**config.mk**
```make
export PLATFORM = sky130hd
export DESIGN_NAME = misaligned_access_unit
export DESIGN_NICKNAME = d
export VERILOG_FILES = /design/src/rtl/mah_pkg.sv /design/src/rtl/mah_align.sv /design/src/rtl/mah_lanes.sv /design/src/rtl/mah_merge.sv /design/src/rtl/misaligned_access_unit.sv
export SDC_FILE = /design/constraint.sdc
export NUM_CORES = 1
export LEC_CHECK = 0
export BUFFER_PORTS_ARGS = -buffer_cell sky130_fd_sc_hd__buf_4
export CAP_MARGIN = 0
export CELL_PAD_IN_SITES_DETAIL_PLACEMENT = 0
export CELL_PAD_IN_SITES_GLOBAL_PLACEMENT = 1
export CORE_ASPECT_RATIO = 0.8
export CORE_MARGIN = 10
export CORE_UTILIZATION = 42
export CTS_CLUSTER_SIZE = 40
export DETAILED_ROUTE_END_ITERATION = 6
export PLACE_DENSITY = 0.91
export SYNTH_ARGS = -nofsm -noshare
export SYNTH_HDL_FRONTEND = slang
export SYNTH_SLANG_ARGS = --single-unit
export TNS_END_PERCENT = 100
```
**constraint.sdc**
```tcl
create_clock -name clk -period 2.5 [get_ports clk]
set_input_delay 0.125 -clock clk [delete_from_list [all_inputs] [get_ports clk]]
set_output_delay 0.125 -clock clk [all_outputs]
set_load 0.05 [all_outputs]
```
**src/rtl/mah_pkg.sv**
```systemverilog
package mah_pkg;
  typedef enum logic [1:0] {
    POL_SPLIT     = 2'b00,
    POL_ROUND     = 2'b01,
    POL_FAULT     = 2'b10,
    POL_FAULT_ALT = 2'b11
  } policy_e;

  typedef enum logic [1:0] {
    S_IDLE  = 2'b00,
    S_ISSUE = 2'b01,
    S_WAIT  = 2'b10,
    S_DONE  = 2'b11
  } state_e;
endpackage

```
**src/rtl/mah_align.sv**
```systemverilog
module mah_align #(
  parameter int ADDR_W     = 32,
  parameter int WORD_BYTES = 8,
  localparam int OFF_W     = $clog2(WORD_BYTES),
  localparam int SIZE_W    = $clog2(OFF_W + 1),
  localparam int NB_W      = OFF_W + 1
) (
  input  logic [ADDR_W-1:0]   addr,
  input  logic [SIZE_W-1:0]   size,
  input  mah_pkg::policy_e    policy,
  output logic                misaligned,
  output logic                crosses,
  output logic                fault,
  output logic [ADDR_W-1:0]   eff_addr
);
  import mah_pkg::*;

  logic [ADDR_W-1:0] low_mask;
  logic [NB_W-1:0]   nbytes;
  logic [NB_W-1:0]   last_off;

  // mask of the bits that must be zero for natural alignment
  always_comb begin
    low_mask   = (ADDR_W'(1) << size) - ADDR_W'(1);
    nbytes     = NB_W'(1) << size;
    misaligned = |(addr & low_mask);
    fault      = misaligned && (policy == POL_FAULT || policy == POL_FAULT_ALT);
    eff_addr   = (policy == POL_ROUND) ? (addr & ~low_mask) : addr;
    // offset of the datum's top byte; carry into bit OFF_W means next word
    last_off   = {1'b0, eff_addr[OFF_W-1:0]} + nbytes - NB_W'(1);
    crosses    = last_off[OFF_W];
  end
endmodule

```
**src/rtl/mah_lanes.sv**
```systemverilog
module mah_lanes #(
  parameter int WORD_BYTES = 8,
  localparam int OFF_W     = $clog2(WORD_BYTES),
  localparam int SIZE_W    = $clog2(OFF_W + 1),
  localparam int NB_W      = OFF_W + 1,
  localparam int DATA_W    = 8 * WORD_BYTES
) (
  input  logic [OFF_W-1:0]      off,
  input  logic [SIZE_W-1:0]     size,
  input  logic [DATA_W-1:0]     wdata,
  output logic [WORD_BYTES-1:0] be_lo,
  output logic [WORD_BYTES-1:0] be_hi,
  output logic [DATA_W-1:0]     wd_lo,
  output logic [DATA_W-1:0]     wd_hi
);
  logic [NB_W-1:0]         nbytes;
  logic [WORD_BYTES-1:0]   size_mask;
  logic [2*WORD_BYTES-1:0] be_wide;
  logic [2*DATA_W-1:0]     wd_wide;

  assign nbytes = NB_W'(1) << size;

  for (genvar i = 0; i < WORD_BYTES; i++) begin : g_mask
    assign size_mask[i] = (NB_W'(i) < nbytes);
  end

  // slide the datum into a two-word window, then cut it into beats
  assign be_wide = {{WORD_BYTES{1'b0}}, size_mask} << off;
  assign wd_wide = {{DATA_W{1'b0}}, wdata} << {off, 3'b000};

  assign be_lo = be_wide[WORD_BYTES-1:0];
  assign be_hi = be_wide[2*WORD_BYTES-1:WORD_BYTES];
  assign wd_lo = wd_wide[DATA_W-1:0];
  assign wd_hi = wd_wide[2*DATA_W-1:DATA_W];
endmodule

```
**src/rtl/mah_merge.sv**
```systemverilog
module mah_merge #(
  parameter int WORD_BYTES = 8,
  localparam int OFF_W     = $clog2(WORD_BYTES),
  localparam int SIZE_W    = $clog2(OFF_W + 1),
  localparam int NB_W      = OFF_W + 1,
  localparam int DATA_W    = 8 * WORD_BYTES
) (
  input  logic [OFF_W-1:0]  off,
  input  logic [SIZE_W-1:0] size,
  input  logic [DATA_W-1:0] rd_lo,
  input  logic [DATA_W-1:0] rd_hi,
  output logic [DATA_W-1:0] rdata
);
  logic [NB_W-1:0]     nbytes;
  logic [2*DATA_W-1:0] wide;

  assign nbytes = NB_W'(1) << size;
  // little-endian: lower word supplies the low bytes
  assign wide   = {rd_hi, rd_lo} >> {off, 3'b000};

  for (genvar i = 0; i < WORD_BYTES; i++) begin : g_byte
    assign rdata[i*8 +: 8] = (NB_W'(i) < nbytes) ? wide[i*8 +: 8] : 8'h00;
  end
endmodule

```
**src/rtl/misaligned_access_unit.sv**
```systemverilog
module misaligned_access_unit #(
  parameter int ADDR_W     = 32,
  parameter int WORD_BYTES = 8,
  localparam int OFF_W     = $clog2(WORD_BYTES),
  localparam int SIZE_W    = $clog2(OFF_W + 1),
  localparam int DATA_W    = 8 * WORD_BYTES
) (
  input  logic                  clk,
  input  logic                  rst,
  input  logic                  req_valid,
  output logic                  req_ready,
  input  logic [ADDR_W-1:0]     req_addr,
  input  logic [SIZE_W-1:0]     req_size,
  input  logic                  req_we,
  input  logic [DATA_W-1:0]     req_wdata,
  input  logic [1:0]            cfg_policy,
  output logic                  resp_valid,
  output logic                  resp_fault,
  output logic [DATA_W-1:0]     resp_rdata,
  output logic                  mem_req_valid,
  input  logic                  mem_req_ready,
  output logic [ADDR_W-1:0]     mem_addr,
  output logic                  mem_we,
  output logic [WORD_BYTES-1:0] mem_be,
  output logic [DATA_W-1:0]     mem_wdata,
  input  logic                  mem_rvalid,
  input  logic [DATA_W-1:0]     mem_rdata
);
  import mah_pkg::*;

  state_e              state_q;
  logic [ADDR_W-1:0]   addr_q;
  logic [SIZE_W-1:0]   size_q;
  logic                we_q;
  logic                cross_q;
  logic                beat_q;
  logic [DATA_W-1:0]   wdata_q;
  logic [DATA_W-1:0]   rd_lo_q;
  logic [DATA_W-1:0]   rd_hi_q;
  logic                resp_valid_q;
  logic                resp_fault_q;
  logic [DATA_W-1:0]   resp_rdata_q;

  logic                chk_misaligned;
  logic                chk_crosses;
  logic                chk_fault;
  logic [ADDR_W-1:0]   chk_eff;
  logic [WORD_BYTES-1:0] be_lo, be_hi;
  logic [DATA_W-1:0]   wd_lo, wd_hi;
  logic [DATA_W-1:0]   merged;
  logic [ADDR_W-1:0]   word_base;
  logic                accept;

  // classification of the incoming request, policy taken live here only
  mah_align #(.ADDR_W(ADDR_W), .WORD_BYTES(WORD_BYTES)) u_align (
    .addr       (req_addr),
    .size       (req_size),
    .policy     (policy_e'(cfg_policy)),
    .misaligned (chk_misaligned),
    .crosses    (chk_crosses),
    .fault      (chk_fault),
    .eff_addr   (chk_eff)
  );

  mah_lanes #(.WORD_BYTES(WORD_BYTES)) u_lanes (
    .off   (addr_q[OFF_W-1:0]),
    .size  (size_q),
    .wdata (wdata_q),
    .be_lo (be_lo),
    .be_hi (be_hi),
    .wd_lo (wd_lo),
    .wd_hi (wd_hi)
  );

  mah_merge #(.WORD_BYTES(WORD_BYTES)) u_merge (
    .off   (addr_q[OFF_W-1:0]),
    .size  (size_q),
    .rd_lo (rd_lo_q),
    .rd_hi (rd_hi_q),
    .rdata (merged)
  );

  assign accept    = req_valid && (state_q == S_IDLE);
  assign word_base = {addr_q[ADDR_W-1:OFF_W], {OFF_W{1'b0}}};

  always_ff @(posedge clk) begin
    if (rst) begin
      state_q      <= S_IDLE;
      addr_q       <= '0;
      size_q       <= '0;
      we_q         <= 1'b0;
      cross_q      <= 1'b0;
      beat_q       <= 1'b0;
      wdata_q      <= '0;
      rd_lo_q      <= '0;
      rd_hi_q      <= '0;
      resp_valid_q <= 1'b0;
      resp_fault_q <= 1'b0;
      resp_rdata_q <= '0;
    end else begin
      resp_valid_q <= 1'b0;
      unique case (state_q)
        S_IDLE: begin
          if (accept) begin
            addr_q  <= chk_eff;
            size_q  <= req_size;
            we_q    <= req_we;
            cross_q <= chk_crosses;
            wdata_q <= req_wdata;
            beat_q  <= 1'b0;
            rd_lo_q <= '0;
            rd_hi_q <= '0;
            if (chk_fault) begin
              resp_valid_q <= 1'b1;
              resp_fault_q <= 1'b1;
              resp_rdata_q <= '0;
            end else begin
              state_q <= S_ISSUE;
            end
          end
        end
        S_ISSUE: begin
          if (mem_req_ready) state_q <= S_WAIT;
        end
        S_WAIT: begin
          if (mem_rvalid) begin
            if (beat_q) rd_hi_q <= mem_rdata;
            else        rd_lo_q <= mem_rdata;
            if (cross_q && !beat_q) begin
              beat_q  <= 1'b1;
              state_q <= S_ISSUE;
            end else begin
              state_q <= S_DONE;
            end
          end
        end
        S_DONE: begin
          resp_valid_q <= 1'b1;
          resp_fault_q <= 1'b0;
          resp_rdata_q <= we_q ? '0 : merged;
          state_q      <= S_IDLE;
        end
        default: state_q <= S_IDLE;
      endcase
    end
  end

  assign req_ready     = (state_q == S_IDLE);
  assign resp_valid    = resp_valid_q;
  assign resp_fault    = resp_fault_q;
  assign resp_rdata    = resp_rdata_q;
  assign mem_req_valid = (state_q == S_ISSUE);
  assign mem_addr      = word_base + (beat_q ? ADDR_W'(WORD_BYTES) : '0);
  assign mem_we        = we_q;
  assign mem_be        = beat_q ? be_hi : be_lo;
  assign mem_wdata     = beat_q ? wd_hi : wd_lo;

  // no memory beat while the block advertises readiness
  p_busy_exclusive_r9: assert property (@(posedge clk) disable iff (rst)
    mem_req_valid |-> !req_ready);

  // response is a single-cycle pulse
  p_resp_pulse_r9: assert property (@(posedge clk) disable iff (rst)
    resp_valid |=> !resp_valid);

  // stalled beat holds its address and enables
  p_beat_hold_r11: assert property (@(posedge clk) disable iff (rst)
    (mem_req_valid && !mem_req_ready) |=>
      (mem_req_valid && $stable(mem_addr) && $stable(mem_be)));

  // beats always target a whole word
  p_word_addr_r2: assert property (@(posedge clk) disable iff (rst)
    mem_req_valid |-> (mem_addr[OFF_W-1:0] == '0));

  // every beat enables at least one byte of the datum
  p_be_nonzero_r5: assert property (@(posedge clk) disable iff (rst)
    mem_req_valid |-> (mem_be != '0));

  // a byte access always proceeds to memory
  p_byte_goes_r3: assert property (@(posedge clk) disable iff (rst)
    (req_valid && req_ready && req_size == '0) |=> mem_req_valid);

  // a faulting request answers at once and never touches memory
  p_fault_nomem_r8: assert property (@(posedge clk) disable iff (rst)
    (req_valid && req_ready && chk_misaligned && cfg_policy[1]) |=>
      (resp_valid && resp_fault && !mem_req_valid));
endmodule

```
==> results.toml, run 1 <==
[routing]
vias = 16879
viasPerCell = 5.83
drtAntennaViolNets = 0
routed_wl_microns = 72200
wire_per_inst_microns = 24.9
drtIter0Drc = 1719
drc = 0
dr.pass1.iters = 7

[pwr]
p_per_area_nw_per_um2 = 770
total_power_uw = 18400
p_switching_uw = 7590
pwr-share-clk_pct = 26.0
p_leak_uw = 0.00942
p_int_uw = 10800
combPwrFrac_pct = 44.2
switching_share_pct = 41.3
p_seq_share_pct = 29.8
ir_worst_vdd_v = 0.000728

[worst_setup_path]
end_kind = "output port"
startpoint_type = "flip-flop"
worstPathRequired_ps = 2380
path_cells = "buf_8 > buf_12 > mux2_4 > a22oi_2 > nor2_1 > a221o_1 > buf_6"
critPathArrivalTime_ps = 2450
cp_max_fo = 6
worstRegToRegCells = 7
critical_path_class = "reg2out"
cp_slowest_cell = "dfxtp_4"
max_stage_delay_ps = 430

[floorplanning]
die_h_microns = 198
die_w_microns = 243
core_area_sq_um = 39300
io_pins = 343
start_util_pct = 42.4
rows = 65
dieArea_sq_um = 48100

[yosys]
syn_avg_cell_area_sq_um = 9.04
synth_seq_area_share_pct = 34.7
syn_area_sq_um = 16700
synth_edf_count = 0
ys_seq_elements = 289
async_flop_share_pct = 0
yosysWarnings = 0
synthCells = 1843
synthDistinctLibCells = 61
ys.flop_type = "dfxtp_1"

[global_route]
antenna_found_initial = 1
grt_pass1_vias = 16570
track_usage_pct = 28.3
overflow = 0
grt_max_degree = 134
grt_pass1_wl_microns = 106000

[job]
drv_cap = 0

[timing]
setup_slack_ps = -74.6
setup_violations = 15
final-max-slew-violation-count = 0
fin_crit_ps = 2570
rsz0062_at_grt = "true"
fin_crit_sh_pct = 103
totalNegativeSetupSlack_ps = -483
max_freq_mhz = 388
relSlewSlack_pct = 48.1
hold_violations = 0
tightest_slew_ps = 778
skew_ps = 14.1

[place]
io_buffers = 339
pre_cts_slack_ps = 63.8
dp_hpwl_microns = 52000
place_congestion = 0.957

[clock_tree]
clk_pin_slew_ps = 60
clk_latency_ps = 590
clockBufferDepth = 3
numCtsBuffers = 31
htree_levels = 1
cts_tree = "yes"
cts.sinks = 289
root_buffer = "clkbuf_16"

[outcome]
status = "finished with violations"
violations = "setup timing"

[finish]
layout_commonest_cell = "buf_4"
layout_common_cells = "buf_4, nand2_1, dfxtp_1, nor2_1, dlygate4sd3_1"
drive_gt1_share_pct = 34.6
nets = 2514
syn_to_final_growth_pct = 43.2

[min_path]
min-delay-path-class = "in2reg"
min_path_cells = 4
[cells in the mapped netlist, drive strengths merged (5+ instances only)]
library cell	instances	area [sq um]
a21oi	120	601
a221o	8	80.1
a22o	11	96.3
a22oi	142	1070
a2bb2o	7	70.1
and3	7	43.8
buf	84	531
clkbuf	77	289
dfxtp	289	5790
ha	10	125
inv	14	52.6
mux2	129	1510
mux2i	143	1430
mux4	64	1440
nand2	280	1050
nand2b	69	432
nand3	14	70.1
nand4	7	43.8
nor2	205	769
nor2b	6	37.5
nor3	5	35.0
nor4	6	67.6
o211a	8	80.1
o21ai	46	230
o221ai	7	61.3
o22a	9	78.8
o22ai	14	87.6
xnor2	15	131
xor2	13	114
[logic make-up after synthesis]
group | count (synthesis) | synth area share (%)
xor gates and xnor gates | 28 | 1.47
muxes | 336 | 26.3
other | 1 | 0.0225
AOI/OAI and AO/OA | 387 | 15.4
adders and majority gates | 11 | 0.811
and+or+nand+nor | 614 | 16.0
buffers and inverters | 177 | 5.28
DFF | 289 | 34.7
[through the flow]
| stage | utilization (%) | instances | hold slack [ps] | instance area [sq um] |
|---|---|---|---|---|
| 6_report | 60.8 | 2895 | 7.31 | 23900 |
| 5_1_grt | 60.8 | 2894 | 40.4 | 23900 |
| 4_1_cts | 59.5 | 2881 | 8.94 | 23400 |
| 3_5_place_dp | 50.8 | 2639 | 381 | 20000 |
| 3_3_place_gp | 50.8 | 2639 | 373 | 20000 |
| 2_1_floorplan | - | 1845 | 261 | 16700 |
[what timing repair did]
action                                  in CTS  in global routing
endpoints found under the hold margin      223                  0
setup buffers                               19                 11
hold buffers                               164                  0
endpoints found under the setup margin      90                 78
pin swaps                                   21                 16
gates cloned                                 3                  1
resized for setup                          124                 94
[per-layer routing]
layer	vias to the layer above	part of all wire, %	global-route usage [%]
li1	7593	-	-
met4	0	2.5	7.32
met1	8283	44	39.9
met5	-	0	0
met3	98	12	9.39
met2	905	42	40.7
[power groups by stage]
stage	clock network [uW]	logic, uW	registers, uW
after global routing	4980	8490	5510
after global placement	0	7040	5510
final	4770	8120	5480
after floorplan	0	4730	5310
after CTS	4800	7730	5430
after detailed placement	0	7080	5530
[final timing paths]
check | start | to | slack, ps
hold / removal | req_valid | resp_fault$_SDFFE_PP0P_ | 7
hold reg to reg | resp_rdata[8]$_SDFFE_PP0P_ | resp_rdata[8]$_SDFFE_PP0P_ | 470
setup reg to reg | addr_q[1]$_SDFFE_PP0P_ | resp_rdata[58]$_SDFFE_PP0P_ | 180
setup / recovery | addr_q[1]$_SDFFE_PP0P_ | mem_wdata[34] | -70
[critical path, delay by kind of cell (launching register included)]
kind | cells | cell delay (ps)
muxes | 1 | 310
buffers and inverters | 3 | 440
DFF | 1 | 430
AOI/OAI and AO/OA | 2 | 620
and+or+nand+nor | 1 | 70
[flip-flops by register name, indices dropped and copies added, names as in the netlist]
signal      flops
beat_q          1
state_q         2
resp_fault      1
wdata_q        64
rd_lo_q        64
resp_valid      1
addr_q         32
cross_q         1
rd_hi_q        56
resp_rdata     64
mem_we          1
size_q          2
[final cells by class]
cell class / count / area [sq um]
Antenna cell: 2 / 5.00
Clock buffer: 38 / 863
Clock inverter: 18 / 178
Fill cell: 3315 / 15400
Inverter: 16 / 62.6
Multi-Input combinational cell: 1379 / 10600
Sequential cell: 289 / 5810
Tap cell: 536 / 671
Timing Repair Buffer: 617 / 5640
No activity file was read; power rests on OpenSTA's default activity.
==> run 2: changes to the inputs <==
Settings changed: SYNTH_HIERARCHICAL set to 1.
==> run 2 against run 1 <==
- the run still ends with setup timing left
- maximum frequency is 1.2% higher
- clock skew increased by 22 ps
- clock power grew 7.8%
- worst setup slack better by 31 ps
- final cell count is 14% higher
- highest routed layer unchanged
- utilization down 2.3 points
- sequential share of layout area fell by 1.4 points
- total power increased by 15%
- routed wire length increased by 9.1%
- sequential cell count unchanged
- worst hold slack gained 9.7 ps
==> results.toml, run 2 <==
[clock_tree]
clk_latency_ps = 560
htree_levels = 2
cts.sinks = 289
numCtsBuffers = 35
clk_pin_slew_ps = 60
cts_tree = "yes"
clockBufferDepth = 3
root_buffer = "clkbuf_16"

[job]
drv_cap = 0

[worst_setup_path]
crit_family = "multiplexers"
worstPathRequired_ps = 2380
path_buf_inv = 3
critPathArrivalTime_ps = 2420
max_stage_delay_ps = 370
end_kind = "output port"
cp_slowest_cell = "dfxtp_4"
startpoint_type = "flip-flop"
cp_max_fo = 6
path_cells = "buf_12 > buf_12 > mux2_4 > a22oi_1 > o21ai_0 > mux2_4 > buf_8"
critical_path_class = "reg2out"

[finish]
drive_gt1_share_pct = 28.2
layout_common_cells = "nand2_1, buf_4, dfxtp_1, a21oi_1, nor2_1"
layout_commonest_cell = "nand2_1"
post-route-util_pct = 58.5
syn_to_final_growth_pct = 36.9
nets = 2897

[floorplanning]
rows = 68
die_h_microns = 208
dieArea_sq_um = 53000
start_util_pct = 42.7
io_pins = 343
die_w_microns = 255
core_area_sq_um = 43400

[timing]
relSlewSlack_pct = 38.8
skew_ps = 36.3
fin_crit_ps = 2540
fin_crit_sh_pct = 102
tightest_slew_ps = 918
setup_slack_ps = -43.4
setup_violations = 1
hold_violations = 0
max_freq_mhz = 393
totalNegativeSetupSlack_ps = -43.4
rsz0062_at_grt = "true"
fin_hold_ws_ps = 17.0
final-max-slew-violation-count = 0

[global_route]
overflow = 0
track_usage_pct = 28.1
antenna_found_initial = 10
grt_pass1_wl_microns = 116000
grt_max_degree = 114
grt_pass1_vias = 18344

[routing]
routed_wl_microns = 78700
vias = 19445
drtIter0Drc = 2234
dr.pass1.iters = 6
drc = 0
drtAntennaViolNets = 0
wire_per_inst_microns = 23.8
viasPerCell = 5.87

[outcome]
status = "finished with violations"
violations = "setup timing"

[place]
pre_cts_slack_ps = 104
place_congestion = 1.04
dp_hpwl_microns = 54800
io_buffers = 339

[pwr]
ir_worst_vdd_v = 0.000752
p_leak_uw = 0.0105
total_power_uw = 21200
p_per_area_nw_per_um2 = 836

[min_path]
min-delay-path-class = "in2reg"

[yosys]
syn_area_sq_um = 18500
yosysWarnings = 6
syn_avg_cell_area_sq_um = 8.01
synthCells = 2314
[run 2: path summary, 6_finish.rpt]
check	start	end	slack, ps	cells past startpoint
min	req_addr[7]	addr_q[7]$_SDFFE_PP0P_	20	4
min reg2reg	rd_lo_q[15]$_SDFFE_PP0P_	rd_lo_q[15]$_SDFFE_PP0P_	450	2
max reg2reg	addr_q[1]$_SDFFE_PP0P_	resp_rdata[7]$_SDFFE_PP0P_	200	7
max	addr_q[0]$_SDFFE_PP0P_	mem_wdata[20]	-40	7
[run 2: routing by layer]
metal,GRT usage (%),vias up,wire (microns)
li1,-,8886,-
met2,40.8,1084,33800
met4,9.05,0,2500
met3,7.09,170,8740
met1,39.6,9305,33700
met5,0,-,0
[run 2: power by group]
| group | total [uW] | leakage [uW] | switching [uW] | internal (uW) |
|---|---|---|---|---|
| sequential | 5580 | 0.00235 | 537 | 5040 |
| combinational | 10500 | 0.00760 | 6620 | 3870 |
| clock | 5140 | 0.000559 | 2200 | 2940 |
[run 2: worst register-to-register path, stage by stage (launching register included)]
cell	delay, ps
dfxtp_4	360
buf_4	190
buf_4	280
mux2_1	460
mux4_2	540
and2_1	170
mux2i_1	120
nor2_1	50
[run 2: final cells by class]
type	instances	area, sq um
timing repair buffer	596	5630
tap	560	701
clock buffer	48	995
inverter	19	71.3
sequential	289	5810
clock inverter	16	160
multi-input combinational	1774	12000
fill	3848	18000
antenna	9	22.5
[run 2: metrics by stage]
stage / cells / instance area [sq um]
6_report: 3311 / 25400
5_1_grt: 3311 / 25400
4_1_cts: 3298 / 24800
3_5_place_dp: 3059 / 21500
3_3_place_gp: 3059 / 21500
2_1_floorplan: 2324 / 18600
[run 2: timing repair]
item | 4_1_cts | 5_1_grt
gates resized for setup | 89 | 123
hold buffers | 158 | 0
endpoints found under the hold margin | 214 | 0
buffers inserted | 11 | 4
cloned | 6 | 0
pin swaps | 8 | 11
endpoints found under the setup margin | 88 | 73
